## src/rtl/wdt_pkg.sv

```systemverilog
package wdt_pkg;
  typedef enum logic [1:0] {
    SRC_RC    = 2'd0,
    SRC_INSTR = 2'd1,
    SRC_RTC   = 2'd2,
    SRC_NONE  = 2'd3
  } wdtSrc_e;

  typedef struct packed {
    logic clrCnt;
    logic tick;
  } wdtCtl_s;
endpackage

```

## src/rtl/wdt_ctrl.sv

```systemverilog
module wdt_ctrl
  import wdt_pkg::*;
#(
  parameter int DIV_LOG2 = 2
) (
  input  logic       clk,
  input  logic       rstN,
  input  logic       enable,
  input  logic       dualMode,
  input  logic [1:0] srcSel,
  input  logic       tickRc,
  input  logic       tickRtc,
  input  logic       halted,
  input  logic       haltEntry,
  input  logic       clr1,
  input  logic       clr2,
  input  logic       toFlagClr,
  input  logic       wrap,
  output wdtCtl_s    ctl,
  output logic       chipRstPulse,
  output logic       warmRstPulse,
  output logic       toFlag
);
  logic instrTick;
  logic selTick;
  logic pend1, pend2;
  logic swClr;
  logic clrNow;
  wdtSrc_e src;

  // instruction-rate tick: system clock divided by 2^DIV_LOG2, frozen in HALT
  generate
    if (DIV_LOG2 == 0) begin : g_noDiv
      assign instrTick = !halted;
    end else begin : g_div
      logic [DIV_LOG2-1:0] divCnt;
      always_ff @(posedge clk) begin
        if (!rstN)       divCnt <= '0;
        else if (!halted) divCnt <= divCnt + 1'b1;
      end
      assign instrTick = !halted && (divCnt == {DIV_LOG2{1'b1}});
    end
  endgenerate

  assign src = wdtSrc_e'(srcSel);

  always_comb begin
    unique case (src)
      SRC_RC:    selTick = tickRc;
      SRC_INSTR: selTick = instrTick;
      SRC_RTC:   selTick = tickRtc;
      default:   selTick = 1'b0;
    endcase
  end

  assign swClr  = dualMode ? ((pend1 | clr1) & (pend2 | clr2)) : (clr1 | clr2);
  assign clrNow = !enable || swClr || haltEntry;

  always_comb begin
    ctl.clrCnt = clrNow;
    ctl.tick   = enable && selTick;
  end

  always_ff @(posedge clk) begin
    if (!rstN || clrNow || wrap || !dualMode) begin
      pend1 <= 1'b0;
      pend2 <= 1'b0;
    end else begin
      pend1 <= pend1 | clr1;
      pend2 <= pend2 | clr2;
    end
  end

  always_ff @(posedge clk) begin
    if (!rstN) begin
      chipRstPulse <= 1'b0;
      warmRstPulse <= 1'b0;
      toFlag       <= 1'b0;
    end else begin
      chipRstPulse <= wrap && !halted;
      warmRstPulse <= wrap && halted;
      if (wrap)           toFlag <= 1'b1;
      else if (toFlagClr) toFlag <= 1'b0;
    end
  end

  p_one_kind_r7: assert property (@(posedge clk) disable iff (!rstN)
    !(chipRstPulse && warmRstPulse));
  p_chip_single_r7: assert property (@(posedge clk) disable iff (!rstN)
    chipRstPulse |=> !chipRstPulse);
  p_warm_single_r7: assert property (@(posedge clk) disable iff (!rstN)
    warmRstPulse |=> !warmRstPulse);
  p_disabled_quiet_r6: assert property (@(posedge clk) disable iff (!rstN)
    !enable |-> !wrap);
  p_flag_sticky_r8: assert property (@(posedge clk) disable iff (!rstN)
    (toFlag && !toFlagClr) |=> toFlag);
  p_halt_freeze_r9: assert property (@(posedge clk) disable iff (!rstN)
    (halted && src == SRC_INSTR) |-> !ctl.tick);
  p_lone_strobe_r4: assert property (@(posedge clk) disable iff (!rstN)
    (enable && dualMode && clr1 && !clr2 && !pend2 && !haltEntry) |-> !ctl.clrCnt);
endmodule

```

## src/rtl/wdt_datapath.sv

```systemverilog
module wdt_datapath
  import wdt_pkg::*;
#(
  parameter int BASE_EXP = 12
) (
  input  logic       clk,
  input  logic       rstN,
  input  wdtCtl_s    ctl,
  input  logic [1:0] toSel,
  output logic       wrap
);
  localparam int CW = BASE_EXP + 3;

  logic [CW-1:0] cnt;
  logic [CW-1:0] lastVal;

  // 2^(BASE_EXP+toSel) - 1
  assign lastVal = {CW{1'b1}} >> (2'd3 - toSel);
  assign wrap    = ctl.tick && !ctl.clrCnt && (cnt >= lastVal);

  always_ff @(posedge clk) begin
    if (!rstN || ctl.clrCnt) cnt <= '0;
    else if (ctl.tick)       cnt <= wrap ? '0 : cnt + 1'b1;
  end

  p_clear_zero_r5: assert property (@(posedge clk) disable iff (!rstN)
    ctl.clrCnt |=> (cnt == '0));
  p_wrap_restart_r10: assert property (@(posedge clk) disable iff (!rstN)
    wrap |=> (cnt == '0));
  p_idle_hold_r2: assert property (@(posedge clk) disable iff (!rstN)
    (!ctl.tick && !ctl.clrCnt) |=> $stable(cnt));
endmodule

```

## src/rtl/wdt_dual_clear.sv

```systemverilog
module wdt_dual_clear
  import wdt_pkg::*;
#(
  parameter int BASE_EXP = 12,
  parameter int DIV_LOG2 = 2
) (
  input  logic       clk,
  input  logic       rstN,
  input  logic       enable,
  input  logic       dualMode,
  input  logic [1:0] srcSel,
  input  logic [1:0] toSel,
  input  logic       tickRc,
  input  logic       tickRtc,
  input  logic       halted,
  input  logic       haltEntry,
  input  logic       clr1,
  input  logic       clr2,
  input  logic       toFlagClr,
  output logic       chipRstPulse,
  output logic       warmRstPulse,
  output logic       toFlag
);
  wdtCtl_s ctl;
  logic    wrap;

  wdt_ctrl #(.DIV_LOG2(DIV_LOG2)) u_ctrl (
    .clk(clk), .rstN(rstN), .enable(enable), .dualMode(dualMode),
    .srcSel(srcSel), .tickRc(tickRc), .tickRtc(tickRtc), .halted(halted),
    .haltEntry(haltEntry), .clr1(clr1), .clr2(clr2), .toFlagClr(toFlagClr),
    .wrap(wrap), .ctl(ctl), .chipRstPulse(chipRstPulse),
    .warmRstPulse(warmRstPulse), .toFlag(toFlag)
  );

  wdt_datapath #(.BASE_EXP(BASE_EXP)) u_dp (
    .clk(clk), .rstN(rstN), .ctl(ctl), .toSel(toSel), .wrap(wrap)
  );
endmodule

```

## config.mk

```make
export PLATFORM = sky130hd
export DESIGN_NAME = wdt_dual_clear
export DESIGN_NICKNAME = d
export VERILOG_FILES = /design/src/rtl/wdt_pkg.sv /design/src/rtl/wdt_ctrl.sv /design/src/rtl/wdt_datapath.sv /design/src/rtl/wdt_dual_clear.sv
export SDC_FILE = /design/constraint.sdc
export NUM_CORES = 1
export LEC_CHECK = 0
export ABC_AREA = 1
export BUFFER_PORTS_ARGS = -buffer_cell sky130_fd_sc_hd__buf_4
export CAP_MARGIN = 20
export CORE_MARGIN = 2
export CORE_UTILIZATION = 55
export DETAILED_ROUTE_END_ITERATION = 8
export GPL_TIMING_DRIVEN = 0
export HOLD_SLACK_MARGIN = 0.03
export PLACE_DENSITY = 0.77
export RECOVER_POWER = 100
export SYNTH_ARGS = -nofsm -noshare
export SYNTH_HDL_FRONTEND = slang
export SYNTH_HIERARCHICAL = 1
export SYNTH_SLANG_ARGS = --single-unit
```

## constraint.sdc

```tcl
create_clock -name clk -period 2.1 [get_ports clk]
set_clock_uncertainty 0.15 [all_clocks]
set_input_delay 0.21 -clock clk [delete_from_list [all_inputs] [get_ports clk]]
set_output_delay 0.21 -clock clk [all_outputs]
set_load 0.01 [all_outputs]
```

==> impl_metrics.tcl, run 1 <==
set metrics [dict create \
    final_util 0.6972 \
    cts_setup_buffers 0 \
    status "complete, no violations" \
    seq_power_share 0.511 \
    fmax_mhz 512.1 \
    cp.arrival_ps 2060 \
    cts_root_buffer "clkbuf_4" \
    drtPass1Iterations 4 \
    synth_edf_count 0 \
    crit_path_start_kind "flop" \
    dp_hpwl_um 1905 \
    ant_nets 0 \
    async_flop_share 0 \
    cts_tree "done" \
    end_kind "flop" \
    vias 1166 \
    rsz0062_at_grt "false" \
    maxCapViolCount 0 \
    netlist_area_sq_um 1245 \
    initial_utilization 0.5738 \
    internal_power_mw 0.6580 \
    grt_pass1_wl_um 4312 \
    synth-main-ff-cell "dfxtp_1" \
    post-route-min-period_ps 1953 \
    core_area_sq_um 2170 \
    top_usage_layer "met2" \
    antenna_found_initial 0 \
    die_width_um 51.58 \
    p_sw_mw 0.1721 \
    die_y_um 51.58 \
    holdWs_ps 77.68 \
    clock_latency_ps 310 \
    ys_types 23 \
    use_met1 0.2324 \
    drc 0 \
    die_area_sq_um 2660 \
    ir_drop_v 0.0004751 \
    clock_sinks 22 \
    final_cells 241 \
    yosys-top-cells-area "dfxtp_1 35%, nand2_1 12%, nor2_1 11%" \
    routed_wl_um 2472 \
    synth.avg_cell_area_sq_um 6.693 \
    slew_headroom 0.7411 \
    ios 18 \
    clk_pin_slew_ps 130 \
    required_ps 2200 \
    grt_usage 0.2145 \
    gr-total-overflow 0 \
    clock_power_share 0.392 \
    critPathKind "flop to flop" \
    area_delta_synth_final_pct 21.51 \
    p_leak_nw 0.7285 \
    setup_viol 0 \
    gr-usage-met2 0.3953 \
    total_power_mw 0.8301 \
    p_per_area_nw_per_um2 548.8 \
    netlist.top_cell.by_area "dfxtp_1" \
    place.gp.congestion 0.8643 \
    synth-seq-area-share 0.3538 \
    yosys_warnings 6 \
    final_max_slew_viol_count 0 \
    yosysTopAreaCellShare 0.3538 \
    synthesis.nets 206 \
    row_count 17 \
    hold_class "primary input to flop" \
    grt_util_met3 0.05460 \
    synth_cells 186 \
    hold_violations 0 \
    setup_tns_ps 0 \
    htree_levels 1 \
    ys_ff_latch 22 \
    cts_made_buffers 3 \
    diodes 0 \
    timing.final.crit_share 0.9298 \
    first_iter_violations 24 \
    wire_per_inst_um 10.26 \
    nNetsFinal 234 \
    grt_start_max_net_pins 14 \
    avgViaCountPerCell 4.838 \
    dp.cells 231 \
    grt_pass1_vias 1121 \
    port_buffers 17 \
    pwr-share-comb 0.097 \
    cts.path.max_buffers 2 \
    drive_gt1_frac 0.1690 \
    p_sw_frac 0.2073 \
    cp_max_fo 5 \
    tightestPinTransition_ps 386.9 \
]
## placed cells by master (no fill, tap or decap), drive strengths merged
cell and instances:
or2 1, dfxtp 22, nor3b 1, bufinv 1
nand4 2, xnor2 1, ha 5, nand3 15
inv 32, a21oi 2, o21ai 4, o22ai 2
xor2 6, nor2 41, buf 16, nor3 5
dlygate4sd3 6, clkbuf 6, nand2 45
## timing repair
| item | in CTS | in global routing |
|---|---|---|
| resized for setup | 1 | 2 |
| pin swaps | 0 | 1 |
| hold endpoints to repair | 5 | 0 |
| setup endpoints to repair | 17 | 17 |
| hold buffers | 6 | 0 |
## power groups by stage
stage	combinational, mW	sequential [mW]	clock (mW)
final	0.0803	0.424	0.325
after global routing	0.0898	0.425	0.355
after CTS	0.0778	0.424	0.335
after detailed placement	0.0643	0.434	0
after global placement	0.0620	0.433	0
after floorplan	0.0341	0.433	0
## metrics by stage
step | setup slack [ps] | instance area [sq um]
after floorplan | 197.1 | 1245
after global placement | -137.5 | 1408
after detailed placement | -144.3 | 1408
after CTS | 46.45 | 1525
after global routing | 33.83 | 1513
final | 147.4 | 1513
## cells in the mapped netlist (3+ instances only)
cell / count
o21ai_0: 4
nand2_2: 3
nand3_1: 14
nor2_2: 4
ha_1: 5
xor2_1: 6
dfxtp_1: 22
inv_1: 29
nor2_1: 36
nand2_1: 40
inv_2: 3
nor3_1: 5
## per-layer routing
metal / up-vias / part of all wire
li1: 624 / -
met1: 513 / 0.43
met2: 23 / 0.52
met3: 6 / 0.028
met4: 0 / 0.025
met5: - / 0
## final timing paths
check        slack, ps  depth (start not counted)            end          start
max                150                         10   u_ctrl/pend2   u_dp/cnt[14]
max reg2reg        150                         10   u_ctrl/pend2   u_dp/cnt[14]
min                 80                          5   u_ctrl/pend1           clr1
min reg2reg        320                          2  u_ctrl/toFlag  u_ctrl/toFlag
## worst max-delay path, cell delays in order, from the launching register on
cell and delay, ps:
dfxtp_1 350, ha_1 330, nand2_1 80, inv_1 40
nor3_1 240, nand3_2 130, nand2_4 90, inv_1 60
nor3b_1 200, nand3_1 130, nor2_1 120
## kinds of logic after synthesis
family,count (synthesis),synth area share
and+or+nand+nor,110,0.4010
AOI/OAI and AO/OA,8,0.03417
DFF,22,0.3538
adders and majority gates,5,0.05025
buffers and inverters,34,0.1116
xor gates and xnor gates,7,0.04925
## final cells by class
class / count / area [sq um]
multi-input cells: 130 / 669.4
fillers: 187 / 656.9
flip-flops and latches: 22 / 440.4
repair buffers: 23 / 176.4
inverters: 32 / 120.1
well taps: 28 / 35.03
clock inverters: 1 / 30.03
clock buffers: 3 / 22.52
plain buffers: 2 / 18.77
## sequential cells by signal, summed over array words and instances (netlist names)
| name | cells |
|---|---|
| u_ctrl/toFlag | 1 |
| u_ctrl/pend2 | 1 |
| u_ctrl/g_div.divCnt | 2 |
| u_ctrl/pend1 | 1 |
| u_ctrl/warmRstPulse | 1 |
| u_dp/cnt | 15 |
| u_ctrl/chipRstPulse | 1 |
(Power assumes the default switching activity.)
==> run 2, diff against run 1 <==
==> constraint.sdc (replaced) <==
create_clock -name clk -period 2.1 [get_ports clk]
set_clock_uncertainty 0.15 [all_clocks]
set_input_delay 0.315 -clock clk [delete_from_list [all_inputs] [get_ports clk]]
set_output_delay 0.315 -clock clk [all_outputs]
set_load 0.01 [all_outputs]
==> run 2 against run 1 <==
Net effect:
- largest power group unchanged
- maximum frequency barely moved
- cell count fell by 1.7%
- global-route usage fell by 1.4 points
- flip-flop and latch count did not move
- critical endpoint unchanged
==> impl_metrics.tcl, run 2 (synthesis results as in run 1) <==
set metrics [dict create \
    status "complete, no violations" \
    diodes 0 \
    place.gp.congestion 0.8643 \
    final_common_cell "nand2_1" \
    row_count 17 \
    antenna_found_initial 0 \
    crit_start "u_dp/cnt[14]" \
    r2r-end "u_ctrl/pend2" \
    ios 18 \
    vias 1144 \
    tightestPinTransition_ps 383.7 \
    die_y_um 51.58 \
    die_width_um 51.58 \
    die_area_sq_um 2660 \
    hold_violations 0 \
    p_leak_nw 0.7127 \
    core_area_sq_um 2170 \
    port_buffers 17 \
    grt_usage 0.2001 \
    ir_drop_v 0.0004754 \
    setup_tns_ps 0 \
    initial_utilization 0.5738 \
    required_ps 2210 \
    maxCapViolCount 0 \
    cp.arrival_ps 2060 \
    setup_viol 0 \
    cts_root_buffer "clkbuf_4" \
    final_max_slew_viol_count 0 \
    dp_hpwl_um 1905 \
    first_iter_violations 29 \
    clock_sinks 22 \
    final_cell_mix "41 x nand2_1, 36 x nor2_1, 29 x inv_1, 22 x dfxtp_1, 15 x buf_4" \
    min_from "rstN" \
    end_kind "flop" \
    clk_pin_slew_ps 130 \
    fmax_mhz 511.9 \
    regMostFlops "u_dp/cnt" \
    crit-reg2reg-launch "u_dp/cnt[14]" \
    largest_reg_flops 15 \
    drc 0 \
    final_cells 237 \
    ant_nets 0 \
    hold_path_depth 3 \
    hold_end "u_ctrl/g_div.divCnt[0]" \
    wire_per_inst_um 9.878 \
    worst_r2r_path_depth 10 \
    cts_made_buffers 3 \
    clock_latency_ps 310 \
    reg2reg_slack_ps 150 \
    rsz0062_at_grt "false" \
    nNetsFinal 230 \
    htree_levels 1 \
    avgViaCountPerCell 4.827 \
    timing.final.crit_share 0.9302 \
    cts_tree "done" \
    area_delta_synth_final_pct 18.29 \
    routed_wl_um 2341 \
    top_regs "u_dp/cnt (15), u_ctrl/g_div.divCnt (2)" \
    drtPass1Iterations 4 \
    dp.cells 231 \
    p_per_area_nw_per_um2 555.9 \
    slew_headroom 0.7433 \
    crit_path_start_kind "flop" \
    grt_pass1_vias 1062 \
    critPathKind "flop to flop" \
    post-route-min-period_ps 1953 \
    gr-total-overflow 0 \
    cts.path.max_buffers 2 \
    cp_max_fo 5 \
    grt_pass1_wl_um 4015 \
    grt_start_max_net_pins 14 \
    hold_class "primary input to flop" \
    cts_setup_buffers 0 \
    drive_gt1_frac 0.1722 \
]
[run 2: critical path: stages, from the launching register on]
cell     delay [ps]
dfxtp_1         350
ha_1            330
nand2_1          80
inv_1            40
nor3_1          240
nand3_2         130
nand2_4          90
inv_1            50
nor3b_1         200
nand3_1         130
nor2_1          120
[run 2: repair_timing]
action	4_1_cts	5_1_grt
pin swaps	0	1
endpoints found under the setup margin	17	17
resized for setup	1	2
endpoints found under the hold margin	2	0
hold buffers	2	0
[run 2: worst max-delay path by stage]
stage / end / cells after the start / slack [ps]
5_1_grt: u_ctrl/pend2 / 10 / 30
4_1_cts: u_dp/cnt[13] / 11 / 50
6_report: u_ctrl/pend2 / 10 / 150
3_3_place_gp: u_dp/cnt[14] / 10 / -190
2_1_floorplan: u_dp/cnt[7] / 8 / 200
3_5_place_dp: u_dp/cnt[13] / 12 / -210
[run 2: metal layers]
metal | part of all wire | global-route usage
met1 | 0.44 | 0.2224
met4 | 0.025 | 0.08333
met3 | 0.030 | 0.05460
met5 | 0 | 0
met2 | 0.50 | 0.3568
[run 2: cell type report]
type | count | area, sq um
Inverter | 32 | 120.1
Clock buffer | 3 | 22.52
Sequential cell | 22 | 440.4
Multi-Input combinational cell | 130 | 669.4
Buffer | 2 | 18.77
Timing Repair Buffer | 19 | 136.4
Fill cell | 188 | 696.9
Tap cell | 28 | 35.03
Clock inverter | 1 | 30.03
[run 2: power breakdown]
| group | switching [mW] | internal (mW) |
|---|---|---|
| logic | 0.0335 | 0.0348 |
| clock network | 0.133 | 0.193 |
| registers | 0.00263 | 0.422 |
[run 2: metrics by stage]
step | hold slack [ps] | worst slack [ps] | area, sq um | util | total power, mW
CTS | 106.1 | 46.20 | 1485 | 0.6845 | 0.8279
global route | 95.43 | 32.62 | 1473 | 0.6788 | 0.8562
finish | 109.6 | 146.6 | 1473 | 0.6788 | 0.8186
floorplan | 237.4 | 197.1 | 1245 | - | 0.4672
detailed placement | 306.4 | -210.2 | 1408 | 0.6488 | 0.4978
global placement | 297.9 | -187.9 | 1408 | 0.6488 | 0.4954
==> run 3, diff against run 2 <==
--- a/config.mk
+++ b/config.mk
@@ -8,7 +8,6 @@
 export ABC_AREA = 1
 export BUFFER_PORTS_ARGS = -buffer_cell sky130_fd_sc_hd__buf_4
 export CAP_MARGIN = 20
-export CORE_MARGIN = 2
 export CORE_UTILIZATION = 55
 export DETAILED_ROUTE_END_ITERATION = 8
 export GPL_TIMING_DRIVEN = 0
==> run 3 against run 2 <==
Net effect:
- critical path depth increased by 1
- first-iteration DRC count decreased by 17%
- die area decreased by 7.6%
- clock power about the same
- global-route usage increased by 3.5 points
- worst setup slack improved by 29 ps
- sequential share of layout area about the same
- final area about the same
- via count increased by 0.96%
- register-to-register slack improved by 30 ps
- cell count decreased by 0.42%
==> impl_metrics.tcl, run 3 (synthesis results as in run 1) <==
set metrics [dict create \
    fin_area_sq_um 1474 \
    die_width_um 49.58 \
    setup_slack_ps 176.1 \
    cp.arrival_ps 2030 \
    diodes 0 \
    final_common_cell "nand2_1" \
    htree_levels 1 \
    grt_start_max_net_pins 14 \
    final_cell_mix "40 x nand2_1, 36 x nor2_1, 29 x inv_1, 22 x dfxtp_1" \
    crit_top_cell "nand2_1" \
    p_per_area_nw_per_um2 557.0 \
    timing.final.crit_share 0.9161 \
    max_stage_delay_ps 370 \
    multi_input_area_sq_um 671.9 \
    slowest_stage "dfxtp_1" \
    end_kind "flop" \
    fillCellCount 181 \
    antenna_found_initial 0 \
    setup_viol 0 \
    crit_path_start_kind "flop" \
    drtPass1Iterations 4 \
    ios 18 \
    fmax_mhz 519.8 \
    core_area_sq_um 2042 \
    hold_violations 0 \
    die_area_sq_um 2458 \
    top_regs "u_dp/cnt (15), u_ctrl/g_div.divCnt (2)" \
    first_iter_violations 24 \
    place.gp.congestion 0.8914 \
    setup_tns_ps 0 \
    row_count 16 \
    cts_root_buffer "clkbuf_4" \
    final_max_slew_viol_count 0 \
    ir_drop_v 0.0005661 \
    die_y_um 49.58 \
    clock_sinks 22 \
    routed_wl_um 2541 \
    hold_class "primary input to flop" \
    cts_tree "done" \
    grt_pass1_wl_um 4464 \
    cts_setup_buffers 0 \
    gr-total-overflow 0 \
    regMostFlops "u_dp/cnt" \
    cp_max_fo 6 \
    status "complete, no violations" \
    avgViaCountPerCell 4.894 \
    slew_headroom 0.6755 \
    critPathKind "flop to flop" \
    maxCapViolCount 0 \
    tightestPinTransition_ps 485.0 \
    initial_utilization 0.6097 \
    clk_pin_slew_ps 130 \
    grt_pass1_vias 1140 \
    cts_made_buffers 3 \
    p_leak_nw 0.7093 \
    dp_hpwl_um 1906 \
    required_ps 2210 \
    ant_nets 0 \
    vias 1155 \
    area_delta_synth_final_pct 18.39 \
    seq_area_sq_um 440.4 \
    largest_reg_flops 15 \
    path_cells "ha_1 > a21oi_1 > nor3_4 > inv_2 > nor2_4 > nand2_2 > nor2_2 > nand2_1 > nand2_1 > nand2_1 > nor2_1" \
    drc 0 \
    port_buffers 17 \
    post_dp_cell_area_sq_um 1406 \
    grt_usage 0.2350 \
    post-place-ws_ps -259.7 \
    drive_gt1_frac 0.1722 \
    wire_per_inst_um 10.77 \
    clock_latency_ps 310 \
    nNetsFinal 230 \
    cts.path.max_buffers 2 \
    holdWs_ps 122.2 \
    post-route-min-period_ps 1924 \
]
==> run 3: layout make-up <==
type,instances,area share
clock buffer,3,0.01528
multi-input combinational,130,0.4559
sequential,22,0.2988
timing repair buffer,19,0.09253
clock inverter,1,0.02037
tap,27,0.02292
buffer,2,0.01273
inverter,32,0.08149
==> run 3: path summary, 6_finish.rpt <==
kind	endpoint	cells past startpoint	start	slack [ps]
worst min register to register	u_ctrl/toFlag	2	u_ctrl/toFlag	320
worst min-delay path	u_ctrl/g_div.divCnt[0]	3	rstN	120
worst max-delay path	u_dp/cnt[13]	11	u_ctrl/g_div.divCnt[0]	180
worst max register to register	u_dp/cnt[13]	11	u_ctrl/g_div.divCnt[0]	180
==> run 3: stage by stage <==
stage | instances | utilization | total power [mW]
after floorplan | 186 | - | 0.4672
after global placement | 230 | 0.6887 | 0.4951
after detailed placement | 230 | 0.6887 | 0.4979
after CTS | 236 | 0.7267 | 0.8263
after global routing | 236 | 0.7218 | 0.8524
final | 236 | 0.7218 | 0.8210
==> run 3: worst max-delay path: cells and delay by family (launching register included) <==
kind                       cells  cell delay, ps
AOI/OAI and AO/OA              1              90
adders and majority gates      1             150
buffers and inverters          1             120
DFF                            1             370
and+or+nand+nor                8             990
==> run 3: per-layer routing <==
| metal | share of wire | global-route usage | up-vias |
|---|---|---|---|
| li1 | - | - | 617 |
| met4 | 0.0035 | 0.04286 | 0 |
| met1 | 0.47 | 0.2705 | 517 |
| met3 | 0.037 | 0.05864 | 2 |
| met2 | 0.49 | 0.4347 | 19 |
| met5 | 0 | 0 | - |
==> run 3: timing repair <==
| action | CTS | global route |
|---|---|---|
| resized for setup | 1 | 1 |
| setup endpoints to repair | 17 | 4 |
| pin swaps | 0 | 1 |
| cloned | 0 | 0 |
| endpoints found under the hold margin | 2 | 0 |
| hold buffers | 2 | 0 |
==> run 3: power by group <==
part,internal (mW),total (mW),switching (mW)
logic,0.0357,0.0704,0.0347
registers,0.422,0.424,0.00267
clock network,0.193,0.326,0.133
